## config.mk

```make
export PLATFORM = sky130hd
export DESIGN_NAME = addr_sleep_ctrl
export DESIGN_NICKNAME = d
export VERILOG_FILES = /design/src/rtl/addr_sleep_ctrl.sv
export SDC_FILE = /design/constraint.sdc
export NUM_CORES = 1
export LEC_CHECK = 0
export BUFFER_PORTS_ARGS = -buffer_cell sky130_fd_sc_hd__buf_2
export CAP_MARGIN = 30
export CORE_MARGIN = 1
export CORE_UTILIZATION = 50
export CTS_BUF_LIST = sky130_fd_sc_hd__clkbuf_4
export DETAILED_ROUTE_END_ITERATION = 10
export GPL_ROUTABILITY_DRIVEN = 0
export PLACE_DENSITY = 0.82
export SLEW_MARGIN = 20
export SYNTH_ARGS = -nofsm -noshare
export SYNTH_HDL_FRONTEND = slang
export SYNTH_SLANG_ARGS = --single-unit
```

## constraint.sdc

```tcl
create_clock -name clk -period 2.56 [get_ports clk]
set_input_delay 0.512 -clock clk [delete_from_list [all_inputs] [get_ports clk]]
set_output_delay 0.512 -clock clk [all_outputs]
set_load 0.02 [all_outputs]
```

## src/rtl/addr_sleep_ctrl.sv

```systemverilog
module addr_sleep_ctrl #(
  parameter int AW = 20,
  parameter int DW = 16,
  parameter int CW = 8
) (
  input  logic          clk,
  input  logic          rst_n,
  input  logic [AW-1:0] addr_i,
  input  logic [1:0]    mode_i,
  input  logic [CW-1:0] thresh_i,
  input  logic [DW-1:0] array_data_i,
  output logic [AW-1:0] arr_addr_o,
  output logic          arr_en_o,
  output logic [DW-1:0] rdata_o,
  output logic          sleep_o
);
  localparam logic [1:0] MODE_READ = 2'b00;

  logic [AW-1:0] addr_q;
  logic [CW-1:0] cnt_q;
  logic          sleep_q;
  logic [DW-1:0] data_q;

  logic moved, busy;
  assign moved = (addr_i != addr_q);
  assign busy  = (mode_i != MODE_READ);

  assign sleep_o    = sleep_q && !moved && !busy;
  assign arr_en_o   = !sleep_o;
  assign arr_addr_o = addr_i;
  assign rdata_o    = data_q;

  always_ff @(posedge clk or negedge rst_n) begin
    if (!rst_n) begin
      addr_q  <= '0;
      cnt_q   <= '0;
      sleep_q <= 1'b0;
      data_q  <= '0;
    end else begin
      addr_q <= addr_i;
      if (moved || busy)
        cnt_q <= '0;
      else if (cnt_q < thresh_i)
        cnt_q <= cnt_q + 1'b1;
      sleep_q <= !moved && !busy && (cnt_q >= thresh_i);
      if (!sleep_o)
        data_q <= array_data_i;
    end
  end

  AST_SLEEP_ADDR_STABLE: assert property (@(posedge clk) disable iff (!rst_n)
    sleep_o |-> addr_i == $past(addr_i));
  AST_BUSY_WAKES: assert property (@(posedge clk) disable iff (!rst_n)
    $past(mode_i) != MODE_READ |-> !sleep_o);
  AST_DATA_HELD: assert property (@(posedge clk) disable iff (!rst_n)
    $past(sleep_o) |-> $stable(rdata_o));
  AST_AWAKE_LOAD: assert property (@(posedge clk) disable iff (!rst_n)
    $past(rst_n) && $past(!sleep_o) |-> rdata_o == $past(array_data_i));
endmodule

```

==> results of run 1 <==
## sequential cells by signal, summed over array words and instances, names as in the netlist
name,count
cnt_q,8
addr_q,20
rdata_o,16
sleep_q,1
## final timing paths
path                                          end  slack (ns)
hold reg to reg            rdata_o[0]$_DFFE_PN0N_        0.52
max in group asynchronous     addr_q[9]$_DFF_PN0_        1.81
setup reg to reg             cnt_q[7]$_DFFE_PN0P_        0.41
setup / recovery                          sleep_o        0.17
hold / removal               addr_q[13]$_DFF_PN0_        0.08
min in group clk              addr_q[5]$_DFF_PN0_        0.29
## layer usage
layer	wire [um]	track usage [%]
met3	257	5.17
met5	0	0
met4	51	7.03
met1	1550	20.4
met2	1960	29.7
## per-stage QoR
step                worst slack [ns]  area, um2  power, mW  util (%)
floorplan                      0.353       2190      0.883         -
global placement               0.279       2540      0.951      61.8
detailed placement             0.233       2540      0.957      61.8
CTS                            0.140       2600       1.29      63.1
global route                  0.0365       2600       1.33      63.1
finish                         0.168       2600       1.27      63.1
## layout by cell type (no fill, tap or decap), drive strengths merged, types with 3 or more instances in the layout
master and instances:
mux2 16, o21ai 3, a21oi 12, nand3 4, nand4 8, inv 10
or4 5, o31ai 5, clkbuf 6, nand2 4, xor2 4, xnor2 16
buf 89, ha 9, dfrtp 45
## logic make-up (layout without fill, tap and decap cells)
logic type	count (synthesis)	in the layout	share of synthesized area, %
AOI/OAI and AO/OA	24	24	6.56
xor gates and xnor gates	20	20	7.99
adders and majority gates	9	9	5.13
buffers and inverters	33	107	9.41
DFF	45	45	51.3
muxes	16	16	9.58
and+or+nand+nor	32	32	9.98
## worst max-delay path: cells and delay by family, from the launching register on
family        cells  cell delay [ns]
buf+inv           2             0.24
simple gates      3             0.72
flops             1             0.40
xor+xnor          1             0.19
## power by group
part / switching, mW / internal (mW)
logic: 0.102 / 0.0842
registers: 0.0134 / 0.739
clock network: 0.219 / 0.116
## final cells by class
cell class / instances / area, um2
fillers: 333 / 1520
clock inverters: 2 / 10.0
well taps: 50 / 62.6
repair buffers: 89 / 455
inverters: 10 / 37.5
multi-input cells: 101 / 861
flip-flops and latches: 45 / 1130
clock buffers: 6 / 45.0
==> results.py, run 1 <==
metrics = {
    "grt": {
        "grt_max_degree": 27,
        "grt_pass1_vias": 1380,
        "grt_pass1_wl_um": 5890,
        "grt_overflow_total": 0,
        "grtUsageTotal_pct": 17.4,
        "antenna_found_initial": 0,
    },
    "logic_synthesis": {
        "syn_avg_cell_area_um2": 12.3,
        "synthesis.area_um2": 2190,
        "synth.area.top_cells": "dfrtp_1, buf_4, xnor2_1, mux2_4, ha_1",
        "ys_seq_area_share_pct": 51.3,
        "synthArstFlopShare_pct": 100,
        "synth-edff-count": 0,
        "yosysMostFrequentCell": "dfrtp_1",
        "synth_ff_type": "dfrtp_1",
        "ys_types": 31,
        "syn_nets": 236,
        "ys_ff_latch": 45,
        "ys_warn_count": 0,
        "yosysTopAreaCell": "dfrtp_1",
        "synthTopCellsByCount": "dfrtp_1, buf_4, xnor2_1",
        "yosys.area.top_type_share_pct": 51.3,
        "syn-instance-count": 179,
    },
    "timing": {
        "totalNegativeSetupSlack_ns": 0,
        "rsz0062_at_grt": "no",
        "fin_crit_ns": 2.39,
        "slew_headroom_pct": 44.2,
        "fmax_mhz": 418,
        "hold_viol": 0,
        "fin_skew_ns": 0.00919,
        "fin_crit_sh_pct": 93.4,
        "setup_violations": 0,
        "drv_slew": 0,
        "worstMarginPinSlew_ns": 0.837,
        "holdWs_ns": 0.0794,
    },
    "setup_path": {
        "crit_path_max_incr_delay_ns": 0.40,
        "critPathSlowestCell": "dfrtp_1",
        "cp.arrival_ns": 1.88,
        "worstPathMaxFanout": 4,
        "crit_type": "flop to output pin",
        "critPathLaunch": "addr_q[1]$_DFF_PN0_",
        "reg2reg_depth": 6,
        "start_kind": "flop",
        "crit_chain": "xnor2_1 > nand4_1 > nor4_4 > nand3_4 > inv_1 > buf_2",
        "critPathRequiredTime_ns": 2.05,
        "r2r_start": "cnt_q[1]$_DFFE_PN0P_",
        "crit_path_end_kind": "output pin",
    },
    "clock_tree": {
        "clk_pin_slew_worst_paths_ns": 0.13,
        "cts_hold_buf": 0,
        "cts_buffers": 5,
        "cts_setup_buffers": 0,
        "insertion_delay_ns": 0.35,
        "htree_levels": 2,
        "ctsRootBufferMaster": "clkbuf_4",
        "clock_path_buffers": 2,
        "cts.sinks": 45,
        "cts_tree": "yes",
        "cts_resized": 0,
    },
    "power_and_ir_drop": {
        "leakagePower_nw": 1.28,
        "vdd_drop_max_mv": 0.408,
        "p_per_area_nw_per_um2": 490,
    },
    "final_layout": {
        "area_growth_pct": 18.4,
        "drive_gt1_share_pct": 46.2,
        "nets": 309,
        "stdcell_count": 303,
        "antenna_cells": 0,
    },
    "drt": {
        "wl_per_cell_um": 12.6,
        "vias": 1565,
        "drt-vias-per-instance": 5.17,
        "dr.pass1.iters": 4,
        "drcViolationCount": 0,
        "wirelength_um": 3830,
        "ant_nets": 0,
        "first_iter_violations": 30,
    },
    "floorplanning": {
        "die_y_um": 68.2,
        "dieArea_um2": 4660,
        "io_pins": 86,
        "die_w_um": 68.2,
        "placementRows": 23,
        "core-area_um2": 4120,
        "initial_core_util_pct": 53.3,
    },
    "hold_path": {
        "hold_path_class": "input pin to asynchronous set/reset pin",
    },
    "place": {
        "dp.cells": 295,
        "hpwl_um": 2990,
        "port_buffers": 85,
    },
    "flow_run": {
        "cap_violations": 0,
    },
    "status": {
        "status": "complete, no violations",
    },
}
No activity file was read; power rests on OpenSTA's default activity.
==> inputs of run 2 (changes only) <==
- CTS_BUF_LIST: sky130_fd_sc_hd__clkbuf_4 -> sky130_fd_sc_hd__clkbuf_8
==> results.py, run 2 (synthesis gave the netlist of run 1 again) <==
metrics = {
    "drt": {
        "drt-vias-per-instance": 5.13,
        "vias": 1553,
        "dr.pass1.iters": 5,
        "wirelength_um": 3800,
        "wl_per_cell_um": 12.6,
        "first_iter_violations": 28,
        "ant_nets": 0,
        "drcViolationCount": 0,
    },
    "final_layout": {
        "area_growth_pct": 19.7,
        "layout_common_cells": "buf_2, dfrtp_1, xnor2_1",
        "final_common_cell": "buf_2",
        "drive_gt1_share_pct": 45.8,
        "multiInputGateArea_um2": 861,
        "largest_register": "addr_q",
        "post-route-util_pct": 63.8,
        "regArea_um2": 1130,
        "nets": 309,
        "fill_cells": 333,
        "largest_reg_flops": 20,
        "antenna_cells": 0,
    },
    "setup_path": {
        "r2r_start": "cnt_q[1]$_DFFE_PN0P_",
        "crit_type": "flop to output pin",
        "worstPathMaxFanout": 4,
        "start_kind": "flop",
        "crit_path_end_kind": "output pin",
        "cp.arrival_ns": 1.80,
        "reg2reg_depth": 6,
        "crit_path_max_incr_delay_ns": 0.40,
        "cp_num_buf_inv": 2,
        "critPathSlowestCell": "nor4_4",
        "rr_endpoint": "cnt_q[7]$_DFFE_PN0P_",
        "crit_chain": "xnor2_1 > nand4_1 > nor4_4 > nand3_4 > inv_1 > buf_2",
        "critPathRequiredTime_ns": 2.05,
        "rrSetupSlack_ns": 0.41,
        "path_delay_family": "simple AND/OR/NAND/NOR gates",
    },
    "timing": {
        "fin_crit_sh_pct": 90.2,
        "fin_crit_ns": 2.31,
        "drv_slew": 0,
        "rsz0062_at_grt": "no",
        "worstMarginPinSlew_ns": 0.848,
        "setup_violations": 0,
        "totalNegativeSetupSlack_ns": 0,
        "fin_skew_ns": 0.00535,
        "fmax_mhz": 433,
        "hold_viol": 0,
        "slew_headroom_pct": 43.5,
    },
    "power_and_ir_drop": {
        "vdd_drop_max_mv": 0.370,
        "p_per_area_nw_per_um2": 512,
        "leakagePower_nw": 1.29,
        "total_power_mw": 1.34,
    },
    "floorplanning": {
        "die_y_um": 68.2,
        "io_pins": 86,
        "die_w_um": 68.2,
        "placementRows": 23,
        "core-area_um2": 4120,
        "initial_core_util_pct": 53.3,
        "dieArea_um2": 4660,
    },
    "clock_tree": {
        "cts_resized": 0,
        "cts.sinks": 45,
        "cts_tree": "yes",
        "cts_setup_buffers": 0,
        "htree_levels": 2,
        "insertion_delay_ns": 0.28,
        "clock_path_buffers": 2,
        "cts_buffers": 5,
        "cts_hold_buf": 0,
        "clk_pin_slew_worst_paths_ns": 0.08,
        "ctsRootBufferMaster": "clkbuf_8",
    },
    "place": {
        "hpwl_um": 2990,
        "port_buffers": 85,
    },
    "grt": {
        "grt_overflow_total": 0,
        "grtUsageTotal_pct": 17.3,
        "grt_max_degree": 27,
        "antenna_found_initial": 0,
        "grt_pass1_wl_um": 5900,
        "grt_pass1_vias": 1382,
    },
    "hold_path": {
        "hold_path_class": "input pin to asynchronous set/reset pin",
    },
    "flow_run": {
        "cap_violations": 0,
    },
    "status": {
        "status": "complete, no violations",
    },
}
-- run 2: changes by cell type in the layout (fill, tap and decap cells not counted) --
cell | before | now
clkbuf_8 | 0 | 5
clkbuf_4 | 6 | 0
inv_1 | 10 | 11
-- run 2: cell type report --
class,instances,area share [%]
clock inverter,3,0.524
sequential,45,42.9
tap,50,2.38
clock buffer,5,2.62
inverter,10,1.43
timing repair buffer,89,17.3
multi-input combinational,101,32.8
-- run 2: where the power goes --
group          leakage (nW)  internal [mW]  switching (mW)
registers             0.545          0.739          0.0134
logic                 0.699         0.0842           0.102
clock network        0.0491          0.185           0.220
total                  1.29           1.01           0.335
-- run 2: per-stage QoR --
step           hold WS [ns]  cells  setup slack [ns]  area, um2
2_1_floorplan         0.216    179             0.353       2190
3_3_place_gp          0.468    295             0.279       2540
3_5_place_dp          0.474    295             0.233       2540
4_1_cts               0.162    303             0.228       2630
5_1_grt               0.177    303             0.120       2630
6_report              0.155    303             0.252       2630
-- run 2: how the worst max path moves through the flow --
stage | start | end | slack, ns | cells past startpoint
2_1_floorplan | addr_i[8] | sleep_o | 0.35 | 6
3_3_place_gp | thresh_i[1] | cnt_q[7]$_DFFE_PN0P_ | 0.28 | 8
3_5_place_dp | thresh_i[1] | cnt_q[7]$_DFFE_PN0P_ | 0.23 | 8
4_1_cts | addr_q[1]$_DFF_PN0_ | sleep_o | 0.23 | 6
5_1_grt | addr_q[1]$_DFF_PN0_ | sleep_o | 0.12 | 6
6_report | addr_q[1]$_DFF_PN0_ | sleep_o | 0.25 | 6
-- run 2: routing by layer --
metal / routed length (um) / up-vias / GRT usage, % / part of all wire [%]
met5: 0 / - / 0 / 0
met4: 17 / 0 / 4.69 / 0.45
met3: 271 / 2 / 5.17 / 7.1
met2: 1990 / 64 / 29.9 / 52
met1: 1530 / 734 / 20.7 / 40
li1: - / 753 / - / -
